**src/rtl/fmt_pkg.sv**
```systemverilog
package fmt_pkg;
  typedef enum logic {
    MODE_FULL = 1'b0,
    MODE_BYTE = 1'b1
  } out_mode_e;
endpackage

```
**src/rtl/fmt_hold.sv**
```systemverilog
module fmt_hold
  import fmt_pkg::*;
#(
  parameter int DATA_W  = 12,
  parameter int UPPER_W = 8
) (
  input  logic              clk,
  input  logic              rst,
  input  logic              load,
  input  out_mode_e         mode_in,
  input  logic [DATA_W-1:0] data_in,
  input  logic              advance,
  output out_mode_e         mode_q,
  output logic [DATA_W-1:0] dout_q
);
  localparam int LOWER_W = DATA_W - UPPER_W;
  localparam int PAD_W   = UPPER_W - LOWER_W;

  logic [DATA_W-1:0] hold_q;
  logic [DATA_W-1:0] first_half;
  logic [DATA_W-1:0] second_half;

  always_comb begin
    if (mode_in == MODE_BYTE)
      first_half = {data_in[DATA_W-1:LOWER_W], {LOWER_W{1'b0}}};
    else
      first_half = data_in;
    second_half = {hold_q[LOWER_W-1:0], {PAD_W{1'b0}}, {LOWER_W{1'b0}}};
  end

  always_ff @(posedge clk) begin
    if (rst) begin
      hold_q <= '0;
      dout_q <= '0;
      mode_q <= MODE_FULL;
    end else if (load) begin
      hold_q <= data_in;
      dout_q <= first_half;
      mode_q <= mode_in;
    end else if (advance) begin
      dout_q <= second_half;
    end
  end

  assert_mode_stable_R9: assert property (@(posedge clk) disable iff (rst)
    !load |=> $stable(mode_q));
  assert_hold_stable_R10: assert property (@(posedge clk) disable iff (rst)
    (!load && !advance) |=> $stable(dout_q));
  assert_full_load_R6: assert property (@(posedge clk) disable iff (rst)
    (load && mode_in == MODE_FULL) |=> dout_q == $past(data_in));
  assert_byte_load_R7: assert property (@(posedge clk) disable iff (rst)
    (load && mode_in == MODE_BYTE) |=>
      dout_q[DATA_W-1:LOWER_W] == $past(data_in[DATA_W-1:LOWER_W]));
  assert_low_half_R8: assert property (@(posedge clk) disable iff (rst)
    advance |=> dout_q[DATA_W-1:DATA_W-LOWER_W] == $past(hold_q[LOWER_W-1:0]));
  assert_low_zero_R8: assert property (@(posedge clk) disable iff (rst)
    (mode_q == MODE_BYTE) |-> dout_q[LOWER_W-1:0] == '0);
endmodule

```
**src/rtl/fmt_phase.sv**
```systemverilog
module fmt_phase #(
  parameter int HALF_CYC = 2
) (
  input  logic clk,
  input  logic rst,
  input  logic load,
  input  logic byte_q,
  output logic advance,
  output logic phase_q
);
  localparam int CNT_W = (HALF_CYC > 1) ? $clog2(HALF_CYC) : 1;
  localparam logic [CNT_W-1:0] LAST = CNT_W'(HALF_CYC - 1);

  logic [CNT_W-1:0] cnt_q;

  assign advance = byte_q && !phase_q && !load && (cnt_q == LAST);

  always_ff @(posedge clk) begin
    if (rst) begin
      cnt_q   <= '0;
      phase_q <= 1'b0;
    end else if (load) begin
      cnt_q   <= '0;
      phase_q <= 1'b0;
    end else if (advance) begin
      phase_q <= 1'b1;
    end else if (byte_q && !phase_q) begin
      cnt_q <= cnt_q + 1'b1;
    end
  end

  assert_phase_clear_R7: assert property (@(posedge clk) disable iff (rst)
    load |=> !phase_q);
  assert_phase_full_R6: assert property (@(posedge clk) disable iff (rst)
    !byte_q |-> !phase_q);
  assert_phase_hold_R8: assert property (@(posedge clk) disable iff (rst)
    (phase_q && !load) |=> phase_q);
endmodule

```
**src/rtl/fmt_dir.sv**
```systemverilog
module fmt_dir #(
  parameter int DATA_W  = 12,
  parameter int UPPER_W = 8
) (
  input  logic              out_disable,
  input  logic              par_mode,
  input  logic              rd_nwr,
  output logic [DATA_W-1:0] oe
);
  localparam int LOWER_W = DATA_W - UPPER_W;

  logic ctrl_in;
  assign ctrl_in = par_mode && !rd_nwr;

  for (genvar gi = 0; gi < DATA_W; gi++) begin : g_line
    if (gi >= LOWER_W) begin : g_upper
      assign oe[gi] = !out_disable && !ctrl_in;
    end else begin : g_lower
      assign oe[gi] = !out_disable;
    end
  end
endmodule

```
**src/rtl/conv_bus_formatter.sv**
```systemverilog
module conv_bus_formatter
  import fmt_pkg::*;
#(
  parameter int DATA_W   = 12,
  parameter int UPPER_W  = 8,
  parameter int HALF_CYC = 2
) (
  input  logic              clk,
  input  logic              rst,
  input  logic              sample_valid,
  input  logic [DATA_W-1:0] sample_data,
  input  logic              byte_mode,
  input  logic              out_disable,
  input  logic              par_mode,
  input  logic              rd_nwr,
  output logic [DATA_W-1:0] bus_do,
  output logic [DATA_W-1:0] bus_oe,
  output logic              half_phase
);
  localparam int LOWER_W = DATA_W - UPPER_W;

  out_mode_e mode_in;
  out_mode_e mode_q;
  logic      advance;

  assign mode_in = byte_mode ? MODE_BYTE : MODE_FULL;

  fmt_hold #(.DATA_W(DATA_W), .UPPER_W(UPPER_W)) u_hold (
    .clk     (clk),
    .rst     (rst),
    .load    (sample_valid),
    .mode_in (mode_in),
    .data_in (sample_data),
    .advance (advance),
    .mode_q  (mode_q),
    .dout_q  (bus_do)
  );

  fmt_phase #(.HALF_CYC(HALF_CYC)) u_phase (
    .clk     (clk),
    .rst     (rst),
    .load    (sample_valid),
    .byte_q  (mode_q == MODE_BYTE),
    .advance (advance),
    .phase_q (half_phase)
  );

  fmt_dir #(.DATA_W(DATA_W), .UPPER_W(UPPER_W)) u_dir (
    .out_disable (out_disable),
    .par_mode    (par_mode),
    .rd_nwr      (rd_nwr),
    .oe          (bus_oe)
  );

  assert_phase_data_R8: assert property (@(posedge clk) disable iff (rst)
    half_phase |-> bus_do[UPPER_W-1:0] == '0);
  assert_reset_R1: assert property (@(posedge clk)
    rst |=> (bus_do == '0 && !half_phase));
  assert_release_R4: assert property (@(posedge clk) disable iff (rst)
    (!out_disable && par_mode && !rd_nwr) |-> bus_oe[LOWER_W-1:0] == '1);
endmodule

```
**config.mk**
```make
export PLATFORM = sky130hd
export DESIGN_NAME = conv_bus_formatter
export DESIGN_NICKNAME = d
export VERILOG_FILES = /design/src/rtl/fmt_pkg.sv /design/src/rtl/fmt_hold.sv /design/src/rtl/fmt_phase.sv /design/src/rtl/fmt_dir.sv /design/src/rtl/conv_bus_formatter.sv
export SDC_FILE = /design/constraint.sdc
export NUM_CORES = 1
export LEC_CHECK = 0
export BUFFER_PORTS_ARGS = -buffer_cell sky130_fd_sc_hd__buf_2
export CAP_MARGIN = 20
export CORE_MARGIN = 2
export CORE_UTILIZATION = 40
export DETAILED_ROUTE_END_ITERATION = 10
export PLACE_DENSITY = 0.81
export SLEW_MARGIN = 20
export SYNTH_ARGS = -nofsm -noshare
export SYNTH_HDL_FRONTEND = slang
export SYNTH_SLANG_ARGS = --single-unit
```
**constraint.sdc**
```tcl
create_clock -name clk -period 1.1 [get_ports clk]
set_input_delay 0.055 -clock clk [delete_from_list [all_inputs] [get_ports clk]]
set_output_delay 0.055 -clock clk [all_outputs]
set_load 0.01 [all_outputs]
```
==> impl_results.md, run 1 <==
* Status: finished, final reports clean
* DRT Wirelength at 1.836 mm
* Syn nets at 114
* Starting Density at 42.35%
* Element type at the critical path start: flop
* Max Cap Violations at 0
* Clk buf depth at 2
* Vias per inst at 4.663
* Clk_lat worst skew at 0.29 ns
* Root buf cell: clkbuf_4
* # clock sinks at 19
* First-pass GRT wire length at 2.973 mm
* Placed Area at 988.4 sq um
* Area of the multi-input gates at 309.0 sq um
* Peak VDD IR at 0.8688 mV
* Fill count at 192
* Die Ht at 49.58 um
* Sequential cell area at 380.4 sq um
* CTS tree: done
* Synthesized area per cell at 8.745 sq um
* DP Cell Count at 153
* Fin. max-slew vios at 0
* Slew headroom at 74.30%
* Final setup viols at 0
* Total grt overflow at 0
* P per Cell Area at 1225 mW/mm^2
* Iter 0 DRT Violations at 7
* P_leak at 0.5515 nW
* Crit path max fanout at 8
* Layout Cells excl Fill at 163
* Clock buffer count from CTS at 3
* Hpwl dp at 1.320 mm
* Fin crit share at 92.19%
* Core Area at 0.001962 sq mm
* FF+latch count, synth at 19
* Post-layout min period at 1.014 ns
* IO Pins at 44
* Drc violations at 0
* Die area at 0.002458 sq mm
* Worst-path clk slew at 0.11 ns
* Pwr Total at 1.320 mW
* Vias in the first global route at 686
* Worst Skew at 0.007893 ns
* Critical Path RT at 1.29 ns
* Layout net count at 156
* Final count of hold timing violations at 0
* Worst setup EP type: flop
* Fmax at 986.1 MHz
* H-tree depth at 1
* Synth warn at 0
* Mapped Area at 830.8 sq um
* GP Congestion at 0.7308
* Gr usage total at 15.52%
* Sequential share of the synthesized area at 45.78%
* Routed Antenna Nets at 0
* Post-Synthesis Cells at 95
* Rows at 16
* Crit path arrival time at 1.21 ns
* Kind of critical path: reg2reg
* Initial antenna violation count at 0
* TritonRoute pass-1 iters at 4
* Largest net degree at the start of global routing at 13
* PortBufs at 43
* Synth-to-Final Area Change at 29.67%
* Fin area at 0.001077 sq mm
* Die W at 49.58 um
* Hold Crit Class: in2reg
* Antenna Cells at 0
* Worst Tran Pin Value at 0.3855 ns
* Avg WL per Cell at 11.26 um
* Vias at 760
* Post-synth cell types at 19
* Share of cells above drive strength 1 at 39.71%
-- kinds of logic (layout without fill, tap and decap cells) --
kind of cell / count (synthesis) / count (layout) / synth area share [%]
simple gates: 30 / 30 / 17.62
compound gates: 23 / 23 / 17.47
buf+inv: 22 / 63 / 17.92
flops: 19 / 19 / 45.78
mux: 1 / 1 / 1.205
-- sequential cells by signal (all words and copies together) (netlist names) --
| name | flops |
|---|---|
| u_hold.mode_q | 1 |
| u_hold.dout_q | 12 |
| u_phase.phase_q | 1 |
| u_hold.hold_q | 4 |
| u_phase.cnt_q | 1 |
-- worst paths after layout --
check                                      start               end  slack [ns]  cells after the start
worst min register to register  u_hold.hold_q[3]  u_hold.hold_q[3]        0.48                      2
worst max-delay path               u_hold.mode_q  u_hold.dout_q[7]        0.09                      4
worst min-delay path                         rst  u_hold.dout_q[5]        0.02                      2
worst max register to register     u_hold.mode_q  u_hold.dout_q[7]        0.09                      4
-- worst max-delay path: stages (launching register included) --
cell,delay (ns)
dfxtp_1,0.43
nand3b_4,0.16
buf_4,0.17
nand3_1,0.08
a21oi_1,0.07
-- through the flow --
step | worst slack (ns) | TNS [ns] | util [%] | hold slack (ns)
after detailed placement | 0.1102 | 0 | 50.38 | 0.3141
final | 0.08586 | 0 | 54.91 | 0.02391
after floorplan | 0.1445 | 0 | - | 0.1761
after global placement | 0.1510 | 0 | 50.38 | 0.3087
after global routing | -0.0003241 | -0.0003241 | 54.91 | 0.02155
after CTS | 0.07554 | 0 | 53.25 | 0.003738
-- cells in the mapped netlist (all sizes together) --
library cell / n / area (sq um)
nand3: 4 / 20.02
nor2: 5 / 18.77
nand2: 17 / 71.32
dfxtp: 19 / 380.4
a31oi: 4 / 25.02
mux2i: 1 / 10.01
nor3: 2 / 10.01
buf: 12 / 91.33
or2: 1 / 6.260
o32ai: 4 / 35.03
nand3b: 1 / 20.02
clkbuf: 2 / 27.53
inv: 7 / 26.28
a21oi: 11 / 55.05
clkinv: 1 / 3.750
a21o: 4 / 30.03
-- layer usage --
metal | vias up | global-route usage, % | part of all wire, %
li1 | 394 | - | -
met1 | 342 | 19.89 | 46
met2 | 22 | 24.67 | 49
met3 | 2 | 2.727 | 4.5
met4 | 0 | 8.333 | 1.0
met5 | - | 0 | 0
-- layout by cell type (no fill, tap or decap), drive strengths merged --
| cell type | n |
|---|---|
| buf | 47 |
| dfxtp | 19 |
| nand2 | 17 |
| a21oi | 11 |
| inv | 7 |
| nor2 | 5 |
| a21o | 4 |
| a31oi | 4 |
| nand3 | 4 |
| dlygate4sd3 | 4 |
| o32ai | 4 |
| clkbuf | 4 |
| nor3 | 2 |
| clkinv | 1 |
| nand3b | 1 |
| mux2i | 1 |
| or2 | 1 |
-- report_power, final --
part | total, mW | switching [mW] | internal (mW)
Sequential | 0.742 | 0.0187 | 0.723
Combinational | 0.236 | 0.125 | 0.112
Clock | 0.342 | 0.201 | 0.141
Total | 1.32 | 0.344 | 0.976
-- layout make-up --
type | count | area share (%)
clock buffer | 4 | 2.439
inverter | 8 | 2.787
multi-input combinational | 54 | 28.69
sequential | 19 | 35.31
tap | 27 | 3.136
timing repair buffer | 51 | 27.64
-- repair_timing --
item	4_1_cts	5_1_grt
hold endpoints to repair	3	1
buffers inserted	0	2
endpoints found under the setup margin	0	4
hold buffers	3	1
resized for setup	0	1
No activity file was read; power rests on OpenSTA's default activity.
==> run 2, diff against run 1 <==
PLACE_DENSITY = 0.69   (was 0.81)
==> run 2 against run 1 <==
  * Routed wire length down 7.1%
  * Non-clock buffer count shrank 3
  * Maximum frequency decreased by 0.80%
  * Clock-buffer cell count is the same
  * Critical path type unchanged
  * Register-to-register slack hardly changed
==> impl_results.md, run 2 (synthesized netlist as in run 1, its figures left out) <==
* Status: finished, final reports clean (unchanged)
* Critical Path RT at 1.31 ns (was 1.29 ns)
* Worst Skew at 0.001104 ns (was 0.007893 ns)
* Total grt overflow at 0 (unchanged)
* DRT Wirelength at 1.705 mm (was 1.836 mm)
* Root buf cell: clkbuf_4 (unchanged)
* GP Congestion at 0.7772 (was 0.7308)
* Post-CTS setup buffer count at 0 (unchanged)
* Worst-path clk slew at 0.10 ns (was 0.11 ns)
* Iter 0 DRT Violations at 9 (was 7)
* PortBufs at 43 (unchanged)
* Setup TNS at 0 ns (unchanged)
* Placed Area at 968.4 sq um (was 988.4 sq um)
* Routed Antenna Nets at 0 (unchanged)
* Vias per inst at 4.681 (was 4.663)
* Clk_lat worst skew at 0.29 ns (about the same)
* Most common cell after layout, fill and taps aside: buf_2 (unchanged)
* Worst path max stage delay at 0.38 ns (was 0.43 ns)
* IO Pins at 44 (unchanged)
* Max FFs per register at 12 (unchanged)
* Final setup viols at 0 (unchanged)
* Post-layout util at 52.81% (was 54.91%)
* Vias in the first global route at 635 (was 686)
* CP endpoint: u_hold.dout_q[1] (was u_hold.dout_q[7])
* Commonest cells after routing, fill and taps aside: buf_2 (43), dfxtp_1 (18), nand2_1 (16), a21oi_1 (11), inv_1 (7) (was buf_2 (43), dfxtp_1 (19), nand2_1 (16), a21oi_1 (11), inv_1 (7))
* Die area at 0.002458 sq mm (unchanged)
* Slew headroom at 74.77% (was 74.30%)
* Kind of critical path: reg2reg (unchanged)
* Synth-to-Final Area Change at 24.70% (was 29.67%)
* P per Cell Area at 1263 mW/mm^2 (was 1225 mW/mm^2)
* Largest net degree at the start of global routing at 21 (was 13)
* Starting Density at 42.35% (unchanged)
* Worst Reg-to-Reg Cells at 3 (was 4)
* Fill count at 218 (was 192)
* Die Ht at 49.58 um (unchanged)
* Final count of hold timing violations at 0 (unchanged)
* Worst Tran Pin Value at 0.3784 ns (was 0.3855 ns)
* Share of cells above drive strength 1 at 38.35% (was 39.71%)
* RSZ-0062 raised after global routing: yes
* Avg WL per Cell at 10.66 um (was 11.26 um)
* Fin area at 0.001036 sq mm (was 0.001077 sq mm)
* Crit path cell chain: nand3b_4 -> nand2_4 -> o32ai_1 (was nand3b_4 -> buf_4 -> nand3_1 -> a21oi_1)
* H-tree depth at 1 (unchanged)
* Fmax at 978.2 MHz (was 986.1 MHz)
* Vias at 749 (was 760)
* Core Area at 0.001962 sq mm (unchanged)
* Fin crit share at 92.93% (was 92.19%)
* FF-to-FF setup slack at 0.08 ns (was 0.09 ns)
* GRT busiest layer: met2 (unchanged)
* R2r endpoint: u_hold.dout_q[1] (was u_hold.dout_q[7])
* Hpwl dp at 1.252 mm (was 1.320 mm)
* Met3 Usage GRT at 5.152% (was 2.727%)
* Layout net count at 153 (was 156)
* FF-to-FF Start: u_phase.phase_q (was u_hold.mode_q)
* Crit path max fanout at 9 (was 8)
* Drc violations at 0 (unchanged)
* First-pass GRT wire length at 2.773 mm (was 2.973 mm)
* Element type at the critical path start: flop (unchanged)
* Biggest register: u_hold.dout_q (unchanged)
* Hold Crit Class: in2reg (unchanged)
* Antenna Cells at 0 (unchanged)
* Peak VDD IR at 0.7862 mV (was 0.8688 mV)
* Registers with the most flip-flops: u_hold.dout_q x12, u_hold.hold_q x4 (unchanged)
* Critical-path top delay cell: dfxtp_1 (unchanged)
* # clock sinks at 19 (unchanged)
* Max Cap Violations at 0 (unchanged)
* Post-layout min period at 1.022 ns (was 1.014 ns)
* Fin. max-slew vios at 0 (unchanged)
* TritonRoute pass-1 iters at 4 (unchanged)
* P_leak at 0.5323 nW (was 0.5515 nW)
* Rows at 16 (unchanged)
* Initial antenna violation count at 0 (unchanged)
* Gr usage total at 14.50% (was 15.52%)
* Worst setup EP type: flop (unchanged)
* Die W at 49.58 um (unchanged)
* CTS tree: done (unchanged)
* Crit path from: u_phase.phase_q (was u_hold.mode_q)
* GRT met2 Usage at 23.33% (was 24.67%)
* Clock buffer count from CTS at 3 (unchanged)
* Met1 Track Usage GR at 17.99% (was 19.89%)
* Crit path arrival time at 1.23 ns (was 1.21 ns)
* Clk buf depth at 2 (unchanged)
==> run 2: cell types whose count changed in the layout (fill, tap and decap cells not counted) <==
cell,delta
buf_12,-1
dfxtp_2,+1
buf_4,-2
o32ai_2,-1
dfxtp_1,-1
o32ai_1,+1
==> run 2: how the worst min path moves through the flow <==
stage / startpoint / slack, ns / cells past startpoint / to
final: byte_mode / 0.01 / 3 / u_hold.mode_q
after global routing: sample_data[10] / 0.02 / 3 / u_hold.dout_q[10]
after CTS: byte_mode / 0.01 / 3 / u_hold.mode_q
after detailed placement: sample_data[7] / 0.31 / 3 / u_hold.dout_q[7]
after global placement: sample_data[6] / 0.31 / 3 / u_hold.dout_q[6]
after floorplan: out_disable / 0.18 / 1 / bus_oe[0]
==> run 2: routing by layer <==
layer  up-vias  share of wire, %
met4         0               2.2
met3         4               7.2
met2        25                47
met1       338                44
li1        382                 -
met5         -                 0
==> run 2: critical path: cells and delay by family, from the launching register on <==
| family | cells | cell delay (ns) |
|---|---|---|
| flip-flops | 1 | 0.38 |
| AND/OR/NAND/NOR | 2 | 0.32 |
| AO/OA/AOI/OAI | 1 | 0.24 |
==> run 2: power by group <==
part,internal (mW),leakage [nW],switching (mW),total [mW]
sequential,0.724,0.157,0.0177,0.741
combinational,0.103,0.361,0.119,0.222
clock,0.141,0.0150,0.204,0.345
==> run 2: timing repair <==
| item | 4_1_cts | 5_1_grt |
|---|---|---|
| hold buffers | 4 | 0 |
| setup endpoints to repair | 0 | 3 |
| resized for setup | 0 | 1 |
| hold endpoints to repair | 4 | 0 |
==> run 2: area by class of cell <==
cell class / instances / area [sq um] / share of cell area [%]
inverter: 8 / 30.03 / 2.899
clock buffer: 4 / 26.28 / 2.536
multi-input combinational: 54 / 301.5 / 29.11
sequential: 19 / 381.6 / 36.84
tap: 27 / 33.78 / 3.261
timing repair buffer: 48 / 262.8 / 25.36
==> run 2: metrics by stage <==
stage          hold slack [ns]  cells  total power, mW  setup WS (ns)
5_1_grt                0.01883    160            1.378       -0.05575
4_1_cts                0.01012    160            1.323        0.06472
2_1_floorplan           0.1761     95           0.9124         0.1445
6_report               0.01297    160            1.308        0.07773
3_5_place_dp            0.3128    152           0.9684        0.07973
3_3_place_gp            0.3099    152           0.9634         0.1460
